===== src/rtl/vtb_pkg.sv =====
`timescale 1ns/1ps
package vtb_pkg;

  typedef enum logic [1:0] {
    PH_IDLE  = 2'd0,
    PH_TRACE = 2'd1,
    PH_EMIT  = 2'd2,
    PH_FIN   = 2'd3
  } vtb_phase_e;

endpackage


===== src/rtl/vtb_ctrl.sv =====
`timescale 1ns/1ps
module vtb_ctrl
  import vtb_pkg::*;
#(
  parameter int MAX_STAGES = 64,
  parameter int IDX_W      = $clog2(MAX_STAGES),
  parameter int CNT_W      = $clog2(MAX_STAGES + 1)
) (
  input  logic             clk,
  input  logic             rst_n,
  input  logic             start_i,
  input  logic [CNT_W-1:0] stages_i,
  output logic             load_o,
  output logic             rd_en_o,
  output logic [IDX_W-1:0] rd_idx_o,
  output logic             step_o,
  output logic [IDX_W-1:0] step_idx_o,
  output logic             emit_o,
  output logic [IDX_W-1:0] emit_idx_o,
  output logic             busy_o,
  output logic             done_o
);

  localparam logic [CNT_W-1:0] LIM   = CNT_W'(MAX_STAGES);
  localparam logic [CNT_W-1:0] ONE_C = CNT_W'(1);
  localparam logic [IDX_W-1:0] ONE_I = IDX_W'(1);

  vtb_phase_e       phase_q, phase_d;
  logic [CNT_W-1:0] len_q, len_d;
  logic [CNT_W-1:0] left_q, left_d;
  logic [CNT_W-1:0] clamp;
  logic [IDX_W-1:0] iss_q, iss_d;
  logic [IDX_W-1:0] rsp_idx_q, rsp_idx_d;
  logic [IDX_W-1:0] out_q, out_d;
  logic             rsp_vld_q, rsp_vld_d;
  logic             accept, issue, last_rsp, last_out;

  assign clamp    = (stages_i > LIM) ? LIM : stages_i;
  assign accept   = (phase_q == PH_IDLE) && start_i;
  assign issue    = (phase_q == PH_TRACE) && (left_q != '0);
  assign last_rsp = rsp_vld_q && (rsp_idx_q == '0);
  assign last_out = (CNT_W'(out_q) == (len_q - ONE_C));

  // next-state process
  always_comb begin
    phase_d   = phase_q;
    len_d     = len_q;
    left_d    = left_q;
    iss_d     = iss_q;
    out_d     = out_q;
    rsp_vld_d = issue;
    rsp_idx_d = iss_q;
    case (phase_q)
      PH_IDLE: begin
        if (start_i) begin
          len_d   = clamp;
          left_d  = clamp;
          iss_d   = IDX_W'(clamp - ONE_C);
          out_d   = '0;
          phase_d = (clamp == '0) ? PH_FIN : PH_TRACE;
        end
      end
      PH_TRACE: begin
        if (issue) begin
          left_d = left_q - ONE_C;
          iss_d  = iss_q - ONE_I;
        end
        if (last_rsp) begin
          phase_d = PH_EMIT;
        end
      end
      PH_EMIT: begin
        out_d = out_q + ONE_I;
        if (last_out) begin
          phase_d = PH_FIN;
        end
      end
      default: phase_d = PH_IDLE;
    endcase
  end

  // register process
  always_ff @(posedge clk or negedge rst_n) begin
    if (!rst_n) begin
      phase_q   <= PH_IDLE;
      len_q     <= '0;
      left_q    <= '0;
      iss_q     <= '0;
      out_q     <= '0;
      rsp_vld_q <= 1'b0;
      rsp_idx_q <= '0;
    end else begin
      phase_q   <= phase_d;
      len_q     <= len_d;
      left_q    <= left_d;
      iss_q     <= iss_d;
      out_q     <= out_d;
      rsp_vld_q <= rsp_vld_d;
      rsp_idx_q <= rsp_idx_d;
    end
  end

  assign load_o     = accept;
  assign rd_en_o    = issue;
  assign rd_idx_o   = iss_q;
  assign step_o     = rsp_vld_q;
  assign step_idx_o = rsp_idx_q;
  assign emit_o     = (phase_q == PH_EMIT);
  assign emit_idx_o = out_q;
  assign busy_o     = (phase_q != PH_IDLE);
  assign done_o     = (phase_q == PH_FIN);

  // consecutive requests walk down by one stage
  assert_rd_descend_R2: assert property (@(posedge clk) disable iff (!rst_n)
    (issue && $past(issue)) |-> (iss_q == ($past(iss_q) - ONE_I)));

  // output streaming never overlaps memory traffic
  assert_emit_quiet_R4: assert property (@(posedge clk) disable iff (!rst_n)
    emit_o |-> (!rd_en_o && !step_o));

  // completion is a single-cycle pulse
  assert_done_pulse_R6: assert property (@(posedge clk) disable iff (!rst_n)
    done_o |=> !done_o);

  // a start while busy leaves the latched length alone
  assert_busy_start_ignored_R7: assert property (@(posedge clk) disable iff (!rst_n)
    (busy_o && start_i) |=> (len_q == $past(len_q)));

  // latched length never exceeds the buffer depth
  assert_len_bound_R9: assert property (@(posedge clk) disable iff (!rst_n)
    len_q <= LIM);

endmodule


===== src/rtl/vtb_walk.sv =====
`timescale 1ns/1ps
module vtb_walk #(
  parameter int K    = 5,
  parameter int ST_W = K - 1,
  parameter int NST  = 1 << ST_W
) (
  input  logic            clk,
  input  logic            rst_n,
  input  logic            load_i,
  input  logic [ST_W-1:0] best_i,
  input  logic            step_i,
  input  logic [NST-1:0]  dword_i,
  output logic            bit_o
);

  logic [ST_W-1:0] cur_q, cur_d;
  logic [ST_W-1:0] pred;
  logic            dec;

  // decision bit of the current state selects the upper or lower predecessor
  assign dec   = dword_i[cur_q];
  assign pred  = {dec, cur_q[ST_W-1:1]};
  assign bit_o = cur_q[0];

  always_comb begin
    cur_d = cur_q;
    if (load_i) begin
      cur_d = best_i;
    end else if (step_i) begin
      cur_d = pred;
    end
  end

  always_ff @(posedge clk or negedge rst_n) begin
    if (!rst_n) begin
      cur_q <= '0;
    end else if (load_i || step_i) begin
      cur_q <= cur_d;
    end
  end

  // the surviving state bits shift one place toward the LSB per stage
  assert_pred_shift_R3: assert property (@(posedge clk) disable iff (!rst_n)
    (step_i && !load_i) |=> (cur_q[ST_W-2:0] == $past(cur_q[ST_W-1:1])));

  // a load takes the supplied best state
  assert_load_best_R3: assert property (@(posedge clk) disable iff (!rst_n)
    load_i |=> (cur_q == $past(best_i)));

endmodule


===== src/rtl/vtb_bitbuf.sv =====
`timescale 1ns/1ps
module vtb_bitbuf #(
  parameter int DEPTH = 64,
  parameter int IDX_W = $clog2(DEPTH)
) (
  input  logic             clk,
  input  logic             rst_n,
  input  logic             wr_i,
  input  logic [IDX_W-1:0] wr_idx_i,
  input  logic             wr_bit_i,
  input  logic [IDX_W-1:0] rd_idx_i,
  output logic             rd_bit_o
);

  logic [DEPTH-1:0] cell_q;

  for (genvar g = 0; g < DEPTH; g++) begin : g_cell
    logic en;
    assign en = wr_i && (wr_idx_i == IDX_W'(g));
    always_ff @(posedge clk or negedge rst_n) begin
      if (!rst_n) begin
        cell_q[g] <= 1'b0;
      end else if (en) begin
        cell_q[g] <= wr_bit_i;
      end
    end
  end

  assign rd_bit_o = cell_q[rd_idx_i];

  // writes stay within the buffer after clamping
  assert_wr_in_range_R9: assert property (@(posedge clk) disable iff (!rst_n)
    wr_i |-> (int'(wr_idx_i) < DEPTH));

  // a written cell holds the written bit
  assert_wr_lands_R4: assert property (@(posedge clk) disable iff (!rst_n)
    wr_i |=> (cell_q[$past(wr_idx_i)] == $past(wr_bit_i)));

endmodule


===== src/rtl/vtb_traceback_unit.sv =====
`timescale 1ns/1ps
module vtb_traceback_unit #(
  parameter int K          = 5,
  parameter int MAX_STAGES = 64,
  parameter int ST_W       = K - 1,
  parameter int NST        = 1 << ST_W,
  parameter int IDX_W      = $clog2(MAX_STAGES),
  parameter int CNT_W      = $clog2(MAX_STAGES + 1)
) (
  input  logic             clk,
  input  logic             rst_n,
  input  logic             start_i,
  input  logic [ST_W-1:0]  best_state_i,
  input  logic [CNT_W-1:0] stage_count_i,
  output logic             dm_rd_en_o,
  output logic [IDX_W-1:0] dm_rd_addr_o,
  input  logic [NST-1:0]   dm_rd_data_i,
  output logic             bit_valid_o,
  output logic             bit_o,
  output logic             busy_o,
  output logic             done_o
);

  logic             load, step, emit, walk_bit;
  logic [IDX_W-1:0] step_idx, emit_idx;

  vtb_ctrl #(
    .MAX_STAGES(MAX_STAGES),
    .IDX_W     (IDX_W),
    .CNT_W     (CNT_W)
  ) ctrl_i (
    .clk       (clk),
    .rst_n     (rst_n),
    .start_i   (start_i),
    .stages_i  (stage_count_i),
    .load_o    (load),
    .rd_en_o   (dm_rd_en_o),
    .rd_idx_o  (dm_rd_addr_o),
    .step_o    (step),
    .step_idx_o(step_idx),
    .emit_o    (emit),
    .emit_idx_o(emit_idx),
    .busy_o    (busy_o),
    .done_o    (done_o)
  );

  vtb_walk #(
    .K   (K),
    .ST_W(ST_W),
    .NST (NST)
  ) walk_i (
    .clk    (clk),
    .rst_n  (rst_n),
    .load_i (load),
    .best_i (best_state_i),
    .step_i (step),
    .dword_i(dm_rd_data_i),
    .bit_o  (walk_bit)
  );

  vtb_bitbuf #(
    .DEPTH(MAX_STAGES),
    .IDX_W(IDX_W)
  ) buf_i (
    .clk     (clk),
    .rst_n   (rst_n),
    .wr_i    (step),
    .wr_idx_i(step_idx),
    .wr_bit_i(walk_bit),
    .rd_idx_i(emit_idx),
    .rd_bit_o(bit_o)
  );

  assign bit_valid_o = emit;

  // done only while a command is in progress
  assert_done_in_busy_R6: assert property (@(posedge clk) disable iff (!rst_n)
    done_o |-> busy_o);

  // no memory or output traffic while idle
  assert_idle_quiet_R1: assert property (@(posedge clk) disable iff (!rst_n)
    !busy_o |-> (!dm_rd_en_o && !bit_valid_o));

endmodule


===== config.mk =====
export PLATFORM = sky130hd
export DESIGN_NAME = vtb_traceback_unit
export DESIGN_NICKNAME = d
export VERILOG_FILES = /design/src/rtl/vtb_pkg.sv /design/src/rtl/vtb_ctrl.sv /design/src/rtl/vtb_walk.sv /design/src/rtl/vtb_bitbuf.sv /design/src/rtl/vtb_traceback_unit.sv
export SDC_FILE = /design/constraint.sdc
export NUM_CORES = 1
export LEC_CHECK = 0
export CAP_MARGIN = 20
export CORE_MARGIN = 2
export CORE_UTILIZATION = 35
export DETAILED_ROUTE_END_ITERATION = 10
export DONT_BUFFER_PORTS = 1
export GPL_ROUTABILITY_DRIVEN = 0
export GPL_TIMING_DRIVEN = 0
export PLACE_DENSITY_LB_ADDON = 0.15
export SLEW_MARGIN = 10
export SYNTH_ARGS = -nofsm -noshare
export SYNTH_HDL_FRONTEND = slang
export SYNTH_SLANG_ARGS = --single-unit

===== constraint.sdc =====
create_clock -name clk -period 3 [get_ports clk]
set_input_delay 0.15 -clock clk [delete_from_list [all_inputs] [get_ports clk]]
set_output_delay 0.15 -clock clk [all_outputs]
set_load 0.02 [all_outputs]

; ---- Word level (Yosys, flattened, before mapping)
; Index checks and enable logic that the tools add are counted.
[op_classes]
eq_ne = 71
reduce_logical = 80
magnitude_cmp = 3
add_sub_neg = 5
muxes = 20
[ops]
columns = op, count
row1 = $eq 6x6->1 const B, 32
row2 = $eq 6x5->1 const B, 16
row3 = $logic_and 1x1->1, 66
row4 = $eq 6x4->1 const B, 8
row5 = $eq 6x3->1 const B, 4
row6 = $pmux 6 s2, 2
row7 = $mux 7, 3
row8 = $mux 6, 3
row9 = $pmux 7 s2, 1
row10 = $sub 7x1->7 const B, 2
row11 = $eq 6x2->1 const B, 2
row12 = $sub 6x1->6 const B, 2
row13 = $mux 2, 4
row14 = $mux 4, 2
row15 = $reduce_bool 2->1, 4
row16 = $eq 6x7->1, 1
row17 = $gt 7x7->1 const B, 1
row18 = $logic_not 7->1, 1
row19 = $lt 6x7->1 const B, 1
row20 = $reduce_bool 7->1, 1
row21 = $add 6x1->6 const B, 1
row22 = $bmux 1 s6, 1
row23 = $eq 6x1->1 const B, 1
row24 = $logic_not 6->1, 1
row25 = other kinds (12), 19
[word_totals]
in_bits = 30
reg_bits = 103
output_inout_bits = 11

; ---- Depth between registers and ports, before layout
[logic_depth]
depth_word = 6
depth_mapped = 10
mapped_depth_nobuf = 9

; ---- Cells and area by module
; A second synthesis with hierarchy kept.
[unflattened]
cells_unflattened = 531
hier_area_um2 = 5725.5
[by_module_without_submodules]
columns = module, n_inst, area_each_um2, cells_per_inst, seq_area_each_um2
row1 = vtb_bitbuf, 1, 3338.2, 277, 1601.5
row2 = vtb_ctrl, 1, 2064.5, 226, 875.8
row3 = vtb_walk, 1, 322.8, 28, 100.1

; ---- Worst setup path after synthesis
; No wires, ideal clock.
[synth_timing]
kind = reg-to-reg
from = reg ctrl_i.phase_q[0]
to = reg ctrl_i.left_q[3]
path_buffers = 3
setup_ns = 0.127
stages_incl_launch_ff = 10
setup_slack_ns = 0.842
synth_period_minus_slack_ns = 2.158
t_required_ns = 2.873
arrival_ns = 2.031
path_cell_list = dfrtp_1 > inv_1 > ha_1 > buf_2 > nor2b_1 > a311o_1 > clkbuf_1 > clkbuf_1 > a222oi_1 > inv_1
[synth_via]
elab_chain_len = 4
[synth_rtl]
columns = element, line_no
row1 = start: declaration, vtb_ctrl.sv:28  ; vtb_phase_e phase_q, phase_d;
row2 = start signal: assignment, vtb_ctrl.sv:93  ; phase_q <= phase_d;
row3 = $eq 2x1->1, "vtb_ctrl.sv:40, vtb_ctrl.sv:53"
row4 = $logic_and 1x1->1, vtb_ctrl.sv:40  ; assign issue = (phase_q == PH_TRACE) && (left_q != '0);
row5 = $ne 2x1->1 (no line), --
row6 = $reduce_and 3->1 (no line), --
row7 = end signal: assignment, vtb_ctrl.sv:95  ; left_q <= left_d;
row8 = end: declaration, vtb_ctrl.sv:30  ; logic [CNT_W-1:0] left_q, left_d;
; Parallel ways exist; a longest one is shown, timed or not.
; A chain may end at the register's enable or synchronous reset.

; ---- Final worst setup path
[layout_timing]
from = reg ctrl_i.out_q[0], in the netlist ctrl_i.emit_idx_o[0]
to = out bit_o
[layout_via]
elab_chain_len = 2
[layout_rtl]
columns = element, line_no
row1 = start: declaration, vtb_ctrl.sv:34  ; logic [IDX_W-1:0] out_q, out_d;
row2 = start signal: assignment, vtb_ctrl.sv:97  ; out_q <= out_d;
row3 = $bmux 1 s6, vtb_bitbuf.sv:29  ; assign rd_bit_o = cell_q[rd_idx_i];
row4 = $mux 1 (not written as such), vtb_bitbuf.sv:29
row5 = end: declaration, vtb_traceback_unit.sv:19  ; output logic bit_o,
; Every way passes these cells. The select of a mux whose other input is x is not followed.

==> flow_summary_export.csv <==
group,metric,value,unit
worst_setup_path,cp.required,2.85,ns
place,dpl_cell_area,6050,um^2
timing,skew,0.00791,ns
finish,post-route-util,40.4,%
routing,dr.first_iter.drc_count,203,
timing,whs,0.0442,ns
timing,final-max-slew-violation-count,0,
worst_setup_path,critPathSlowestCell,"mux4_1",
worst_setup_path,path_max_fanout,10,
global_routing,antenna_found_initial,0,
worst_setup_path,slowest_delay,0.61,ns
place,dp.cells,740,
timing,tightest_slew,0.661,ns
timing,fin_tns_setup,0,ns
yosys,ys_top_cells_by_area,"dfrtp_1 (45%), mux2_2 (14%), mux4_1 (7.3%)",
power_and_ir_drop,vdd_drop_max,0.000276,V
finish,num_antenna_cells,0,
global_routing,grt-ovfl-total,0,
place,dpl.hpwl,10600,um
power_and_ir_drop,p_leak,2.81,nW
global_routing,grt_max_degree,104,
clock_network,htree_levels,3,
power_and_ir_drop,seqPwrFrac,36.7,%
global_routing,grt_usage,17.1,%
worst_setup_path,reg2reg_slack,0.33,ns
power_and_ir_drop,switching_power,0.00262,W
clock_network,cts_root_buffer,"clkbuf_16",
floorplanning,start_util,36.1,%
power_and_ir_drop,power.internal,0.00390,W
finish,drive_above_1_share,20.1,%
routing,drtAntennaViolNets,0,
yosys,syn_area,5770,um^2
routing,drc_errors,0,
finish,area_delta_synth_final,11.9,%
routing,first_pass_iters,4,
global_routing,grt_pass1_wl,23300,um
finish,finalNonFillerCells,764,
worst_setup_path,r2r_end,"ctrl_i.rd_idx_o[3]",
worst_setup_path,rr_worst_depth,9,
worst_setup_path,start_kind,"register",
floorplanning,pin_count,41,
finish,fin_nets,584,
floorplanning,rows,46,
timing,finalSetupViolCount,0,
power_and_ir_drop,pwr-share-comb,44.9,%
clock_network,path_clk_slew,0.07,ns
power_and_ir_drop,clkPwrFrac,18.4,%
power_and_ir_drop,netSwitchingFraction,40.2,%
yosys,synth_edf_count,0,
timing,clock.fmax,361,MHz
yosys,netlist_instances,523,
min_path,hp-start,"stage_count_i[0]",
yosys,yosys.area.top_type,"dfrtp_1",
floorplanning,die_y,132,um
yosys,synth_top_area_share,44.6,%
timing,finalCritPeriodShare,92.4,%
finish,design_area,6460,um^2
timing,relSlewSlack,55.9,%
clock_network,postCtsResizedCells,0,
timing,period_minus_slack,2.77,ns
routing,drt-vias-per-instance,5.28,
min_path,hold_path.class,"in2reg",
floorplanning,coreArea,16000,um^2
routing,wire_per_inst,18.8,um
worst_setup_path,worstSetupPathType,"reg2out",
clock_network,cts_buffers,9,
yosys,syn_nets,563,
routing,vias,4037,
worst_setup_path,cp_cell_sequence,"buf_6 > mux4_1 > a22o_1 > a221oi_1 > mux4_2 > inv_1",
floorplanning,fp.dieW,132,um
floorplanning,dieArea,17500,um^2
clock_network,cts.sinks,103,
place,port_buffers,0,
timing,hold_viol_final,0,
yosys,yosysWarnings,0,
min_path,whs_path_depth,3,
yosys,postSynthAreaPerCell,11.0,um^2
routing,routed_wl,14300,um
worst_setup_path,worstPathArrival,2.62,ns
clock_network,cts_tree,"done",
finish,n_fill_cell,1573,
min_path,min_to,"ctrl_i.rd_idx_o[0]",
yosys,ys_ff_latch,103,
power_and_ir_drop,p_per_area,1010,nW/um^2
yosys,ys_seq_area_share,44.6,%
yosys,async_flop_share,100,%
status,status,"finished, final reports clean",
yosys,yosys.cell_types.count,58,
clock_network,clockBufferDepth,2,
global_routing,first_global_vias,4100,
worst_setup_path,end_kind,"output pin",
timing,rsz0062_at_grt,"no",
worst_setup_path,r2r_start,"ctrl_i.phase_q[0]",
run,cap_violations,0,
clock_network,insertion_delay,0.35,ns
yosys,synth_ff_type,"dfrtp_1",
==> power groups by stage <==
stage	Combinational, W	Sequential, W	Clock, W
2_1_floorplan	0.00227	0.00226	0
4_1_cts	0.00296	0.00239	0.00124
5_1_grt	0.00326	0.00247	0.00129
6_report	0.00293	0.00239	0.00120
3_3_place_gp	0.00284	0.00239	0
3_5_place_dp	0.00290	0.00242	0
==> per-layer routing <==
layer	vias up	wire length [um]	part of all wire, %	track usage, %
met5	-	0	0	0
li1	1936	-	-	-
met4	0	128	0.89	4.36
met1	2018	6980	49	24.3
met2	73	6560	46	26.1
met3	10	657	4.6	4.33
==> cell usage after synthesis, types with 4 or more instances <==
master and number:
inv_1 11, nand2b_1 9, a221oi_1 5, nand2_1 74, mux4_2 5, a22o_1 4
buf_2 4, dfrtp_1 103, o21ai_0 18, nor3_1 18, or3_1 4, clkbuf_1 25
or2_2 5, nor2_1 41, ha_1 10, mux4_1 16, xor2_1 5, mux2i_1 12
mux2_2 70, xnor2_1 6, nor2b_1 5, nand3_1 8, a21oi_1 16
==> flip-flops by register name, summed over array words and instances, names as in the netlist <==
register           cells
buf_i.cell_q          64
ctrl_i.emit_idx_o      6
ctrl_i.left_q          7
ctrl_i.len_q           7
ctrl_i.phase_q         2
ctrl_i.rd_idx_o        6
ctrl_i.step_idx_o      6
ctrl_i.step_o          1
walk_i.cur_q           4
==> worst max-delay path, delay by kind of cell (launching register included) <==
kind,cells,cell delay [ns]
AO/OA/AOI/OAI,2,0.52
buffers and inverters,2,0.35
flip-flops,1,0.48
multiplexers,2,0.92
==> cells by family after synthesis <==
family | count (synthesis) | synth area share, %
XOR/XNOR | 11 | 1.67
flip-flops | 103 | 44.6
multiplexers | 103 | 25.0
adder cells (fa/ha/maj) | 10 | 2.17
AND/OR/NAND/NOR | 181 | 14.4
buffers and inverters | 45 | 3.55
AO/OA/AOI/OAI | 70 | 8.58
==> repair_timing <==
item,4_1_cts,5_1_grt
hold buffers,9,0
hold endpoints to repair,113,0
setup buffers,0,0
==> stage by stage <==
step	total power, W	setup slack (ns)
floorplan	0.00452	0.842
global placement	0.00524	0.451
detailed placement	0.00532	0.391
CTS	0.00659	0.213
global route	0.00701	0.103
finish	0.00652	0.228
==> cell type report <==
| cell class | instances | area (um^2) | area share (%) |
|---|---|---|---|
| plain buffers | 33 | 160 | 2.48 |
| clock buffers | 11 | 253 | 3.91 |
| clock inverters | 4 | 45.0 | 0.697 |
| inverters | 12 | 45.0 | 0.697 |
| multi-input cells | 375 | 2990 | 46.3 |
| flip-flops and latches | 103 | 2580 | 39.9 |
| well taps | 216 | 270 | 4.18 |
| repair buffers | 10 | 118 | 1.82 |
==> worst max path at each step <==
stage,end,cells after the start,from,slack [ns]
floorplan,ctrl_i.left_q[3],9,ctrl_i.phase_q[0],0.84
global placement,ctrl_i.rd_idx_o[3],9,ctrl_i.phase_q[0],0.45
detailed placement,ctrl_i.rd_idx_o[3],9,ctrl_i.phase_q[0],0.39
CTS,bit_o,6,ctrl_i.emit_idx_o[0],0.21
global route,bit_o,6,ctrl_i.emit_idx_o[0],0.10
finish,bit_o,6,ctrl_i.emit_idx_o[0],0.23
==> layout by cell type, fill, tap and decap left out, types with 4 or more instances in the layout <==
master and n:
dlygate4sd3_1 8, o21ai_0 18, nand3_1 8, ha_1 10, nand2_1 74, a22o_1 4
nor2_1 41, clkbuf_16 9, mux4_1 16, mux4_2 5, xor2_1 5, buf_2 4
nor2b_1 5, or3_1 4, dfrtp_1 103, or2_2 5, clkbuf_1 25, mux2_2 70
nand2b_1 9, mux2i_1 12, a221oi_1 5, inv_1 11, nor3_1 18, xnor2_1 6
a21oi_1 16
Note: power is estimated with default switching activity, not from simulation.
